**src/rtl/cfgrd_pkg.sv**
```systemverilog
package cfgrd_pkg;
  typedef struct packed {
    logic clearAddr;
    logic advance;
    logic latchRev;
  } rdStrobe_t;
endpackage

```
**src/rtl/cfgrd_control.sv**
```systemverilog
module cfgrd_control
  import cfgrd_pkg::*;
#(
  parameter int PULSE_CYC = 40
) (
  input  logic       clk,
  input  logic       rstN,
  input  logic       chipEnN,
  input  logic       oeRstN,
  input  logic       cfgCmd,
  input  logic       progLineIn,
  input  logic       lastWord,
  output rdStrobe_t  strobe,
  output logic       finished,
  output logic       progDriveLow
);
  localparam int CNT_W = $clog2(PULSE_CYC + 1);

  logic [CNT_W-1:0] pulseCnt;
  logic             progPrev;
  logic             progRise;
  logic             clearCond;
  logic             active;

  always_comb begin
    progRise  = progLineIn & ~progPrev;
    clearCond = ~oeRstN | chipEnN | ~progLineIn;
    active    = ~chipEnN & oeRstN & progLineIn & ~progRise & ~finished;
    strobe.clearAddr = clearCond;
    strobe.advance   = active & ~lastWord;
    strobe.latchRev  = progRise;
  end

  assign progDriveLow = (pulseCnt != '0);

  always_ff @(posedge clk or negedge rstN) begin
    if (!rstN) begin
      pulseCnt <= '0;
      progPrev <= 1'b1;
      finished <= 1'b0;
    end else begin
      progPrev <= progLineIn;
      if (cfgCmd && pulseCnt == '0)
        pulseCnt <= CNT_W'(PULSE_CYC);
      else if (pulseCnt != '0)
        pulseCnt <= pulseCnt - 1'b1;
      if (clearCond)
        finished <= 1'b0;
      else if (active && lastWord)
        finished <= 1'b1;
    end
  end
endmodule

```
**src/rtl/cfgrd_datapath.sv**
```systemverilog
module cfgrd_datapath
  import cfgrd_pkg::*;
#(
  parameter int REV_W  = 2,
  parameter int SPAN   = 16,
  parameter int DATA_W = 8,
  parameter int MIX    = 37,
  parameter int SALT   = 17,
  parameter int INT_REV = 1,
  parameter logic [8*(1<<REV_W)-1:0] REGION_WORDS = 32'h04_06_03_05
) (
  input  logic              clk,
  input  logic              rstN,
  input  rdStrobe_t         strobe,
  input  logic              extSelEn,
  input  logic [REV_W-1:0]  extRev,
  output logic              lastWord,
  output logic [DATA_W-1:0] dataWord
);
  localparam int REGIONS = 1 << REV_W;
  localparam int DEPTH   = REGIONS * SPAN;
  localparam int OFF_W   = $clog2(SPAN);
  localparam int ADDR_W  = $clog2(DEPTH);

  logic [DATA_W-1:0] memArr [DEPTH];
  logic [REV_W-1:0]  revReg;
  logic [OFF_W-1:0]  offset;
  logic [7:0]        regionLen;
  logic [ADDR_W-1:0] addr;

  for (genvar a = 0; a < DEPTH; a++) begin : g_word
    assign memArr[a] = DATA_W'(a * MIX + SALT);
  end

  always_comb begin
    regionLen = REGION_WORDS[8*revReg +: 8];
    lastWord  = (8'(offset) == regionLen - 8'd1);
    addr      = {revReg, offset};
    dataWord  = memArr[addr];
  end

  always_ff @(posedge clk or negedge rstN) begin
    if (!rstN) begin
      revReg <= REV_W'(INT_REV);
      offset <= '0;
    end else begin
      if (strobe.latchRev)
        revReg <= extSelEn ? extRev : REV_W'(INT_REV);
      if (strobe.clearAddr)
        offset <= '0;
      else if (strobe.advance)
        offset <= offset + 1'b1;
    end
  end
endmodule

```
**src/rtl/cfg_stream_reader.sv**
```systemverilog
module cfg_stream_reader
  import cfgrd_pkg::*;
#(
  parameter int CLK_KHZ = 100_000,
  parameter int REV_W   = 2,
  parameter int SPAN    = 16,
  parameter int DATA_W  = 8,
  parameter int MIX     = 37,
  parameter int SALT    = 17,
  parameter int INT_REV = 1,
  parameter logic [8*(1<<REV_W)-1:0] REGION_WORDS = 32'h04_06_03_05
) (
  input  logic              clk,
  input  logic              rstN,
  input  logic              chipEnN,
  input  logic              oeRstN,
  input  logic              cfgCmd,
  input  logic              extSelEn,
  input  logic [REV_W-1:0]  extRev,
  input  logic              progLineIn,
  output logic              progDriveLow,
  output logic              cascadeEnN,
  output logic              dataEn,
  output logic [DATA_W-1:0] dataOut
);
  localparam int PULSE_CYC = (CLK_KHZ * 400 + 500_000) / 1_000_000;

  rdStrobe_t strobe;
  logic      lastWord;
  logic      finished;

  cfgrd_control #(.PULSE_CYC(PULSE_CYC)) uCtrl (
    .clk(clk), .rstN(rstN), .chipEnN(chipEnN), .oeRstN(oeRstN),
    .cfgCmd(cfgCmd), .progLineIn(progLineIn), .lastWord(lastWord),
    .strobe(strobe), .finished(finished), .progDriveLow(progDriveLow)
  );

  cfgrd_datapath #(
    .REV_W(REV_W), .SPAN(SPAN), .DATA_W(DATA_W), .MIX(MIX), .SALT(SALT),
    .INT_REV(INT_REV), .REGION_WORDS(REGION_WORDS)
  ) uData (
    .clk(clk), .rstN(rstN), .strobe(strobe), .extSelEn(extSelEn),
    .extRev(extRev), .lastWord(lastWord), .dataWord(dataOut)
  );

  assign dataEn     = ~chipEnN & oeRstN & ~finished;
  assign cascadeEnN = ~(finished & ~chipEnN);
endmodule

```
**config.mk**
```make
export PLATFORM = sky130hd
export DESIGN_NAME = cfg_stream_reader
export DESIGN_NICKNAME = d
export VERILOG_FILES = /design/src/rtl/cfgrd_pkg.sv /design/src/rtl/cfgrd_control.sv /design/src/rtl/cfgrd_datapath.sv /design/src/rtl/cfg_stream_reader.sv
export SDC_FILE = /design/constraint.sdc
export NUM_CORES = 1
export LEC_CHECK = 0
export ABC_AREA = 1
export BUFFER_PORTS_ARGS = -buffer_cell sky130_fd_sc_hd__buf_2
export CAP_MARGIN = 25
export CORE_ASPECT_RATIO = 1.4
export CORE_MARGIN = 3
export CORE_UTILIZATION = 57
export CTS_CLUSTER_SIZE = 28
export DETAILED_ROUTE_END_ITERATION = 16
export PLACE_DENSITY = 0.78
export SKIP_CTS_REPAIR_TIMING = 1
export SYNTH_ARGS = -nofsm -noshare
export SYNTH_HDL_FRONTEND = slang
export SYNTH_HIERARCHICAL = 1
export SYNTH_SLANG_ARGS = --single-unit
```
**constraint.sdc**
```tcl
create_clock -name clk -period 4.8 [get_ports clk]
set_input_delay 0.48 -clock clk [delete_from_list [all_inputs] [get_ports clk]]
set_output_delay 0.48 -clock clk [all_outputs]
set_load 0.03 [all_outputs]
```
==> run_results.csv <==
group,metric,value,unit
logic_synthesis,synth_compound_area_share,8.165,%
logic_synthesis,synthXorXnorAreaFrac,1.284,%
layout,finalNetCount,248,
logic_synthesis,yosysTopAreaCell,"dfrtp_1",
power_and_ir_drop,total_leakage_power,0.0008241,µW
logic_synthesis,synthAdderAreaFrac,11.93,%
die,io_pins,20,
power_and_ir_drop,power_frac_comb,35.6,%
sta,finalHoldViolCount,0,
detailed_routing,antenna_left,0,
layout,areaGrowthSynthToFinish,8.624,%
clock_tree,clock_latency,0.28,ns
sta,rsz0062_at_grt,"false",
sta,fmax,0.3809,GHz
job,drv_cap,0,
layout,final_cell_mix,"nand2_1, nand3_1, inv_1",
power_and_ir_drop,power_frac_clock,22.7,%
logic_synthesis,synth_area_per_cell,6.525,µm²
die,die_w,47.34,µm
power_and_ir_drop,switching_share,38.98,%
logic_synthesis,ys_warn_count,6,
sta,finalMaxSlewViolations,0,
global_route,track_usage,24.05,%
sta,layout_setup_ws,2.174,ns
global_route,grt_first_pass_wirelength,5609,µm
global_route,grt_antenna_before_repair,0,
detailed_routing,wl_per_cell,13.03,µm
detailed_routing,viasPerCell,5.781,
detailed_routing,first_iter_violations,69,
clock_tree,path_clk_slew,0.08,ns
worst_setup_path,cp_top_family,"simple AND/OR/NAND/NOR gates",
global_route,grt_max_degree,19,
worst_setup_path,crit_arrival,2.78,ns
sta,tns,0,ns
die,die-area,3024,µm²
run_status,status,"complete, no violations",
worst_setup_path,cp_num_cells,11,
worst_setup_path,worstPathMaxFanout,8,
die,start_util,61.24,%
worst_setup_path,cp_cell_sequence,"inv_1, ha_1, ha_1, xnor2_1, nor2_1, nand2_1, inv_1, nor4_1, inv_1, o21ai_0, a21oi_1",
logic_synthesis,synth_area_leaders,"dfrtp_1, nand2_1, ha_1, nand3_1, inv_1",
placement,post-place-ws,2.255,ns
worst_setup_path,critPathKind,"reg2reg",
detailed_routing,drt-total-wl,3218,µm
layout,antenna-diode-count,0,
sta,finalClockSkew,0.001275,ns
placement,hpwl,2483,µm
power_and_ir_drop,power_density,250.2,nW/µm²
power_and_ir_drop,p_sw,144.5,µW
detailed_routing,drc,0,
worst_hold_path,hp-class,"in2async",
logic_synthesis,syn_nets,231,
global_route,grt-ovfl-total,0,
worst_setup_path,max_stage_delay,0.54,ns
logic_synthesis,synth_top_family_by_area,"simple AND/OR/NAND/NOR gates",
clock_tree,htree_levels,1,
worst_setup_path,critPathBufInv,3,
logic_synthesis,synth_cell_type_count,28,
layout,nFillCells,203,
layout,final_common_cell,"nand2_1",
clock_tree,cts_tree,"done",
worst_setup_path,setup.worst_path.end_class,"flip-flop",
die,die_y,63.88,µm
global_route,grt_pass1_vias,1328,
logic_synthesis,synthMuxAreaShare,0,%
power_and_ir_drop,p_int,226.2,µW
logic_synthesis,netlist.area_leader.share,22.02,%
logic_synthesis,synthSimpleGateAreaFrac,42.84,%
sta,setup_viol,0,
clock_tree,cts_inserted_buffers,3,
clock_tree,cts_buffer_depth,2,
sta,tightest_slew,0.6318,ns
worst_setup_path,ff2ff_path_depth,11,
detailed_routing,dr.pass1.iters,4,
clock_tree,clock_sinks,14,
worst_setup_path,start_kind,"flip-flop",
placement,portBuffers,19,
logic_synthesis,synth_area,1364,µm²
layout,layout-drive-gt1-share,18.22,%
worst_setup_path,cpMostUsedCell,"inv_1",
die,num_rows,20,
detailed_routing,via_count,1428,
logic_synthesis,syn_inst,209,
logic_synthesis,ys_ff_latch,14,
logic_synthesis,ys_seq_area_share,25.87,%
worst_setup_path,worstPathRequired,4.96,ns
power_and_ir_drop,power_frac_seq,41.7,%
placement,place.gp.congestion,0.9643,
worst_setup_path,crit_slowest_cell,"nor4_1",
die,core_area,2227,µm²
clock_tree,cts_root_buf,"clkbuf_4",
sta,finalCritPeriodShare,54.70,%
power_and_ir_drop,peakVddDrop,0.2133,mV
sta,relSlewSlack,57.49,%
sta,min_period,2.626,ns
-- final timing paths --
check                             startpoint           endpoint  slack (ns)
setup / recovery             uData/revReg[1]    uData/offset[0]        2.17
hold / removal                          rstN    uData/offset[3]        0.08
setup reg to reg             uData/revReg[1]    uData/offset[0]        2.17
hold reg to reg            uCtrl/pulseCnt[4]  uCtrl/pulseCnt[4]        0.57
max in group asynchronous               rstN    uData/revReg[0]        4.43
min in group clk                  progLineIn     uCtrl/progPrev        0.31
-- flip-flops by register name (all words and copies together), names as in the netlist --
signal	cells
uCtrl/progPrev	1
uCtrl/pulseCnt	6
uData/revReg	2
uCtrl/finished	1
uData/offset	4
-- logic make-up after synthesis --
group / count (synthesis)
compound gates: 20
xor+xnor: 2
fa+ha+maj: 13
buf+inv: 32
flops: 14
simple gates: 128
-- through the flow --
step	cells	power (µW)	area [µm²]	util [%]	hold slack [ns]
finish	247	370.7	1481	66.52	0.08130
global route	247	400.3	1481	66.52	0.08494
CTS	247	373.5	1481	66.52	0.08211
detailed placement	243	287.2	1445	64.89	0.3913
global placement	243	281.7	1445	64.89	0.3851
floorplan	209	254.4	1364	-	0.1844
-- power by group through the flow --
stage / Combinational [µW] / Sequential (µW) / Clock [µW]
3_5_place_dp: 131 / 156 / 0
3_3_place_gp: 126 / 155 / 0
4_1_cts: 133 / 154 / 86.5
6_report: 132 / 154 / 84.2
5_1_grt: 151 / 157 / 93.1
2_1_floorplan: 102 / 152 / 0
-- cell usage after synthesis --
cell type / number
nand3b_1: 2
inv_2: 5
a21boi_1: 1
nor4_1: 1
nand2_2: 1
o21ai_1: 4
nand4_1: 1
nor3_1: 1
nor2_2: 2
nand3_1: 28
a21oi_2: 1
ha_1: 13
nand2_1: 74
or2_2: 1
nor2_1: 11
inv_1: 20
clkbuf_1: 1
buf_2: 3
nand4_2: 2
xnor2_1: 2
o21ai_0: 8
a21oi_1: 4
nor2_4: 2
buf_4: 3
dfrtp_1: 12
a211oi_1: 2
dfstp_2: 2
nand3_2: 2
-- worst reg2reg max path, cell delays in order, from the launching register on --
cell     delay (ns)
dfrtp_1        0.49
inv_1          0.18
ha_1           0.24
ha_1           0.31
xnor2_1        0.13
nor2_1         0.06
nand2_1        0.06
inv_1          0.05
nor4_1         0.54
inv_1          0.19
o21ai_0        0.20
a21oi_1        0.05
-- layer usage --
metal  track usage (%)  wire length [µm]  vias to the layer above
li1                  -                 -                      706
met1             28.50              1304                      663
met2             41.61              1693                       48
met3             1.972               126                       11
met4             10.03                93                        0
met5                 0                 0                        -
-- final cells by class --
| class | instances | area (µm²) | area share [%] |
|---|---|---|---|
| multi-input cells | 163 | 875.8 | 59.12 |
| flip-flops and latches | 14 | 352.8 | 23.82 |
| repair buffers | 19 | 95.09 | 6.419 |
| inverters | 25 | 93.84 | 6.334 |
| clock buffers | 4 | 36.28 | 2.449 |
| well taps | 22 | 27.53 | 1.858 |
Power figures use the tool's default switching activity.
